**config.mk**
```make
export PLATFORM = sky130hd
export DESIGN_NAME = bus_strobe_gen
export DESIGN_NICKNAME = d
export VERILOG_FILES = /design/src/rtl/bsg_pkg.sv /design/src/rtl/bsg_cycle_latch.sv /design/src/rtl/bsg_ale_gen.sv /design/src/rtl/bsg_psen_gen.sv /design/src/rtl/bus_strobe_gen.sv
export SDC_FILE = /design/constraint.sdc
export NUM_CORES = 1
export LEC_CHECK = 0
export ABC_AREA = 0
export BUFFER_PORTS_ARGS = -buffer_cell sky130_fd_sc_hd__buf_4
export CAP_MARGIN = 25
export CORE_AREA = 2 2 39 41
export CTS_CLUSTER_SIZE = 25
export DETAILED_ROUTE_END_ITERATION = 8
export DIE_AREA = 0 0 41 43
export GPL_ROUTABILITY_DRIVEN = 0
export PLACE_DENSITY = 0.51
export SYNTH_ARGS = -nofsm -noshare
export SYNTH_HDL_FRONTEND = slang
export SYNTH_HIERARCHICAL = 1
export SYNTH_SLANG_ARGS = --single-unit
```
**constraint.sdc**
```tcl
create_clock -name clk -period 2.86 [get_ports clk]
set_input_delay 0.572 -clock clk [delete_from_list [all_inputs] [get_ports clk]]
set_output_delay 0.572 -clock clk [all_outputs]
set_load 0.01 [all_outputs]
```
**src/rtl/bsg_pkg.sv**
```systemverilog
package bsg_pkg;

  // Per-cycle control taken at the start of a machine cycle
  typedef struct packed {
    logic fetch_ext;
    logic data_xfer;
    logic table_rd;
    logic restrict_on;
  } cyc_flags_t;

  localparam int STATES_PER_CYCLE = 6;

  // True when phase lies in the given state (1-based) of STATE_LEN phases
  function automatic logic in_state(input int phase, input int state, input int state_len);
    return (phase >= (state - 1) * state_len) && (phase < state * state_len);
  endfunction

endpackage

```
**src/rtl/bsg_cycle_latch.sv**
```systemverilog
module bsg_cycle_latch
  import bsg_pkg::*;
#(
  parameter int PHASE_W = 4
) (
  input  logic               clk,
  input  logic               rst,
  input  logic [PHASE_W-1:0] phase,
  input  cyc_flags_t         flags_in,
  output cyc_flags_t         flags_eff
);

  cyc_flags_t held;
  logic       at_start;

  assign at_start  = (phase == '0);
  assign flags_eff = at_start ? flags_in : held;

  always_ff @(posedge clk) begin
    if (rst) begin
      held <= '0;
    end else if (at_start) begin
      held <= flags_in;
    end
  end

  // held flags only move on a phase-0 edge
  assert_flags_hold_R9: assert property (@(posedge clk) disable iff (rst)
    (phase != '0) |=> $stable(held));

endmodule

```
**src/rtl/bsg_ale_gen.sv**
```systemverilog
module bsg_ale_gen
  import bsg_pkg::*;
#(
  parameter int PHASE_W   = 4,
  parameter int STATE_LEN = 2
) (
  input  logic               clk,
  input  logic               rst,
  input  logic [PHASE_W-1:0] phase,
  input  cyc_flags_t         flags,
  output logic               ale,
  output logic               ale_drive
);

  localparam int CYCLE_LEN = STATES_PER_CYCLE * STATE_LEN;
  localparam int LATCH_A   = 1;  // first address latch state
  localparam int LATCH_B   = 4;  // second address latch state

  logic in_range, slot_a, slot_b, released, ale_d;

  always_comb begin
    in_range = int'(phase) < CYCLE_LEN;
    slot_a   = in_state(int'(phase), LATCH_A, STATE_LEN);
    slot_b   = in_state(int'(phase), LATCH_B, STATE_LEN);
    released = flags.restrict_on && !flags.fetch_ext && !(flags.data_xfer || flags.table_rd);
    ale_d    = in_range && !released && ((slot_a && !flags.data_xfer) || slot_b);
  end

  always_ff @(posedge clk) begin
    if (rst) begin
      ale       <= 1'b0;
      ale_drive <= 1'b1;
    end else begin
      ale       <= ale_d;
      ale_drive <= !released;
    end
  end

  // a released pad never carries a pulse
  assert_released_quiet_R6: assert property (@(posedge clk) disable iff (rst)
    !ale_drive |-> !ale);

  // no state-1 pulse in a data-transfer cycle
  assert_data_skip_s1_R3: assert property (@(posedge clk) disable iff (rst)
    ($past(flags.data_xfer) && (int'($past(phase)) < STATE_LEN)) |-> !ale);

  // out-of-range phase yields no pulse
  assert_range_idle_R10: assert property (@(posedge clk) disable iff (rst)
    (int'($past(phase)) >= CYCLE_LEN) |-> !ale);

endmodule

```
**src/rtl/bsg_psen_gen.sv**
```systemverilog
module bsg_psen_gen
  import bsg_pkg::*;
#(
  parameter int PHASE_W   = 4,
  parameter int STATE_LEN = 2
) (
  input  logic               clk,
  input  logic               rst,
  input  logic [PHASE_W-1:0] phase,
  input  logic               fetch_ext,
  input  logic               data_xfer,
  input  logic               table_rd,
  output logic               psen_n
);

  localparam int CYCLE_LEN = STATES_PER_CYCLE * STATE_LEN;

  // Read windows: states 2-3 and 5-6, clear of both latch states
  localparam int NWIN = 4;
  localparam int READ_STATES [NWIN] = '{2, 3, 5, 6};

  logic [NWIN-1:0] hit;
  logic            in_range, read_cyc, psen_d;

  for (genvar g = 0; g < NWIN; g++) begin : g_win
    assign hit[g] = in_state(int'(phase), READ_STATES[g], STATE_LEN);
  end

  always_comb begin
    in_range = int'(phase) < CYCLE_LEN;
    read_cyc = (fetch_ext || table_rd) && !data_xfer;
    psen_d   = !(in_range && read_cyc && (|hit));
  end

  always_ff @(posedge clk) begin
    if (rst) psen_n <= 1'b1;
    else     psen_n <= psen_d;
  end

  // data-transfer cycles suppress code reads
  assert_data_no_read_R5: assert property (@(posedge clk) disable iff (rst)
    $past(data_xfer) |-> psen_n);

  // no read without an external code reason
  assert_read_reason_R4: assert property (@(posedge clk) disable iff (rst)
    !psen_n |-> ($past(fetch_ext) || $past(table_rd)));

endmodule

```
**src/rtl/bus_strobe_gen.sv**
```systemverilog
module bus_strobe_gen
  import bsg_pkg::*;
#(
  parameter int STATE_LEN = 2,
  parameter int PHASE_W   = 4
) (
  input  logic               clk,
  input  logic               rst,
  input  logic [PHASE_W-1:0] cyc_phase,
  input  logic               fetch_ext,
  input  logic               data_xfer,
  input  logic               table_rd,
  input  logic               ale_restrict,
  output logic               ale,
  output logic               ale_drive,
  output logic               psen_n
);

  cyc_flags_t flags_in, flags_eff;

  assign flags_in = '{fetch_ext: fetch_ext, data_xfer: data_xfer,
                      table_rd: table_rd, restrict_on: ale_restrict};

  bsg_cycle_latch #(.PHASE_W(PHASE_W)) u_latch (
    .clk(clk), .rst(rst), .phase(cyc_phase),
    .flags_in(flags_in), .flags_eff(flags_eff)
  );

  bsg_ale_gen #(.PHASE_W(PHASE_W), .STATE_LEN(STATE_LEN)) u_ale (
    .clk(clk), .rst(rst), .phase(cyc_phase), .flags(flags_eff),
    .ale(ale), .ale_drive(ale_drive)
  );

  bsg_psen_gen #(.PHASE_W(PHASE_W), .STATE_LEN(STATE_LEN)) u_psen (
    .clk(clk), .rst(rst), .phase(cyc_phase),
    .fetch_ext(flags_eff.fetch_ext), .data_xfer(flags_eff.data_xfer),
    .table_rd(flags_eff.table_rd), .psen_n(psen_n)
  );

  // latch strobe and read strobe are never active together
  assert_no_overlap_R11: assert property (@(posedge clk) disable iff (rst)
    !(ale && !psen_n));

endmodule

```
======== Word-level counts from Yosys, hierarchy flattened ========
Index checks and enable logic that the tools add are counted.
W data, S select, Z words.
storage, ports and cells
  bits in registers ....................... 7
  input bits .............................. 10
  output and inout bits ................... 3
  logic and storage cells ................. 42
cells by class
  magnitude comparators ................... 11
  mux-type cells .......................... 1
  reductions and logical operators ........ 23
operators with widths
  operator              number
  $logic_and A1 B1 Y1   13
  $lt A4 B4 Y1 const B  3
  $ge A4 B3 Y1 const B  2
  $ge A4 B4 Y1 const B  2
  $lt A4 B3 Y1 const B  2
  $logic_not A1 Y1      5
  $ge A4 B2 Y1 const B  1
  $logic_not A4 Y1      1
  $lt A4 B2 Y1 const B  1
  $mux W4               1
  $reduce_or A4 Y1      1
  $logic_or A1 B1 Y1    3

======== Longest topological paths before layout ========
  depth in word-level cells ............... 8
  gate-level depth with buffers ........... 4
  gate-level depth less buffers ........... 4

======== Modules after synthesis ========
The synthesis kept the hierarchy.
by module, submodules not included
  module           instances  cells an instance  area an instance (µm²)  seq. area each (µm²)
  bsg_cycle_latch  1          21                 236.5                   80.1
  bsg_ale_gen      1          7                  75.1                    40.0
  bsg_psen_gen     1          5                  43.8                    20.0

======== Worst setup path after synthesis ========
OpenSTA, ideal clock, no wires.
  kind .................................... input port to flip-flop
  start ................................... input cyc_phase[1]
  end ..................................... register u_ale.ale
  library setup time ...................... 0.112 ns
  arrival ................................. 2.135 ns
  data required time ...................... 2.748 ns
  slack ................................... 0.613 ns
  stages .................................. 4
  buffers on the path ..................... 0
  cell sequence ........................... nor4_4 > mux2_2 > or3_1 > a2111oi_1
RTL lines
  item                  RTL line             text
  from (decl)           bus_strobe_gen.sv:9  input logic [PHASE_W-1:0] cyc_phase,
  to (signal assigned)  bsg_ale_gen.sv:34    ale <= ale_d;
  to (decl)             bsg_ale_gen.sv:11    output logic ale,

==> impl_results.md <==
* Chip width at 41 µm
* Critical-path cell list: buf_4, nor4_4, buf_4, mux2_2, nor4b_1, a2111oi_1
* DIE HEIGHT at 43 µm
* Global-route met3 utilization at 0.03665
* HP Class: flop to flop
* CTS clk-pin slew, worst paths at 50 ps
* Initial antenna violation count at 0
* Setup-failing EPs final at 0
* Max VDD drop at 0.1314 mV
* Root Driver: clkbuf_4
* Share of flip-flops with an asynchronous set or reset at 0
* CP top delay family: simple AND/OR/NAND/NOR gates
* Share of the synthesized area in the top cell type at 0.3944
* Top cells by area, synth: dfxtp_1 (39%), nand2b_1 (16%), mux2_2 (13%), mux2i_1 (11%), nor4_4 (6.0%)
* Routed length per placed instance at 9.712 µm
* RSZ-0062 raised after global routing: no
* Port-buffer cells at 12
* Gr busiest metal: met2
* Diode count at 0
* Final hold viol count at 0
* Yosys warnings at 6
* All-Layer GR Usage at 0.09375
* Worst clock skew at 2.437 ps
* EDFF count, synth at 0
* Clock Path Buffers at 2
* Ports at 13
* Clk_lat worst skew at 240 ps
* Met2 Usage GRT at 0.1344
* Hold-fix buffers, CTS at 0
* Cells after Synth at 33
* CP Class: input port to flop
* Largest driver fanout on the critical path at 7
* CP Buf/Inv Count at 2
* Area Overhead vs Synth at 40.49%
* Total CTS buffers at 3
* Cts repair resizes at 0
* TritonCTS clock tree: done
* Standby leakage power at 0.1939 nW
* Syn nets at 43
* Fill count at 148
* Most common cell in the netlist: nand2b_1
* Largest net degree at the start of global routing at 12
* Least-Margin Pin Slew at 355.0 ps
* Core ar. at 0.001384 mm²
* First-pass GRT wire length at 1097 µm
* Share of cells above drive strength 1 at 0.4200
* Min cycle time layout at 1937 ps
* Crit-path max cell delay at 380 ps
* Required time worst endpoint at 2970 ps
* Worst Setup End Kind: flop
* Max Fclk at 516.2 MHz
* Yosys reg bits at 7
* Synth cell count leaders: nand2b_1 (9), dfxtp_1 (7), mux2_2 (4), mux2i_1 (4), or3_1 (2)
* DR iter-0 viols at 3
* Ys flop type: dfxtp_1
* Slew Limit Headroom at 0.7600
* Status: finished clean
* DRC Markers at 0
* Initial Util at 0.2568
* Fin util at 0.3608
* H-tree depth at 1
* Post-synthesis sequential area ratio at 0.3944
* Aggregate global routing overflow at 0
* Unique masters post-synth at 12
* Vias/cell at 4.576
* Routed Antenna Nets at 0
* Average cell area after synthesis at 10.77 µm²
* CP max-delay cell: nor4b_1
* Rows at 14
* Post-CTS setup buffers at 0
* CTS Sinks at 7
* Crit path arrival time at 2050 ps
* Pwr/cell area at 435.6 mW/mm²
* Max-slew violations at 0
* Netlist Area Pre-Place at 355.3 µm²
* First-pass DRT Iterations at 4
* CP Launch Type: input port
* Most frequent CP cell: buf_4
* Area of the die at 0.001763 mm²
* Total number of vias at 302
* WL final at 641 µm
* Period utilisation layout at 0.6773
* Max-Cap Viols at 0
* Vias in the first global route at 287
* Setup TNS at 0 ps
* Layout Nets at 61
* Area leader, netlist: dfxtp_1
* Met1 Use GR at 0.1010
final timing paths:
path                                       from              end  slack, ps  depth (start not counted)
worst max-delay path               cyc_phase[1]        u_ale/ale        920                          6
worst min-delay path            u_latch/held[1]  u_latch/held[1]        470                          2
worst max register to register  u_latch/held[2]        u_ale/ale       1480                          3
worst min register to register  u_latch/held[1]  u_latch/held[1]        470                          2
registers in the layout, summed over array words and instances (netlist names):
register / cells
u_latch/held: 4
u_ale/ale_drive: 1
u_psen/psen_n: 1
u_ale/ale: 1
per-stage QoR:
| step | hold WS (ps) | instance area, µm² | power, mW | setup slack [ps] | std cells |
|---|---|---|---|---|---|
| finish | 468.6 | 499.2 | 0.2175 | 922.8 | 66 |
| global route | 487.2 | 499.2 | 0.2343 | 842.6 | 66 |
| CTS | 476.0 | 499.2 | 0.2230 | 906.1 | 66 |
| detailed placement | 462.7 | 473.0 | 0.1341 | 636.0 | 62 |
| global placement | 469.3 | 473.0 | 0.1342 | 642.9 | 62 |
| floorplan | 445.6 | 355.3 | 0.1156 | 613.1 | 33 |
report_power, final:
part	leakage [nW]	internal (mW)	total [mW]	switching, mW
sequential	0.0568	0.100	0.101	0.000922
combinational	0.122	0.0180	0.0305	0.0124
clock	0.0150	0.0530	0.0858	0.0328
metal layers:
layer / up-vias / share of wire / wire length (µm)
met5: - / 0 / 0
met4: 0 / 0.0062 / 4
met3: 2 / 0.097 / 62
met2: 10 / 0.49 / 315
met1: 136 / 0.41 / 260
li1: 154 / - / -
worst min-delay path, stage by stage, from the launching register on:
cell,delay [ps]
dfxtp_1,300
nand2b_1,60
mux2i_1,60
cells in the final DEF (no fill, tap or decap):
cell type / count
or3_1: 2
mux2_2: 4
mux2i_1: 4
nor4b_1: 1
buf_4: 13
o2111ai_1: 1
a2111oi_1: 1
clkbuf_4: 3
nand2_1: 1
o21ai_0: 1
nor4_4: 1
nor2_1: 1
dfxtp_1: 7
clkbuf_1: 1
nand2b_1: 9
cell families (layout without fill, tap and decap cells):
| group | Yosys count | in the layout | share of synthesized area |
|---|---|---|---|
| compound gates | 3 | 3 | 0.06689 |
| buf+inv | 0 | 17 | 0 |
| flops | 7 | 7 | 0.3944 |
| mux | 8 | 8 | 0.2394 |
| simple gates | 15 | 15 | 0.2993 |
final cells by class:
class	instances	area, µm²	area share
Tap cell	16	20.02	0.04010
Clock buffer	4	26.28	0.05263
Multi-Input combinational cell	26	215.2	0.4311
Timing Repair Buffer	13	97.59	0.1955
Sequential cell	7	140.1	0.2807
No activity file was read; power rests on OpenSTA's default activity.
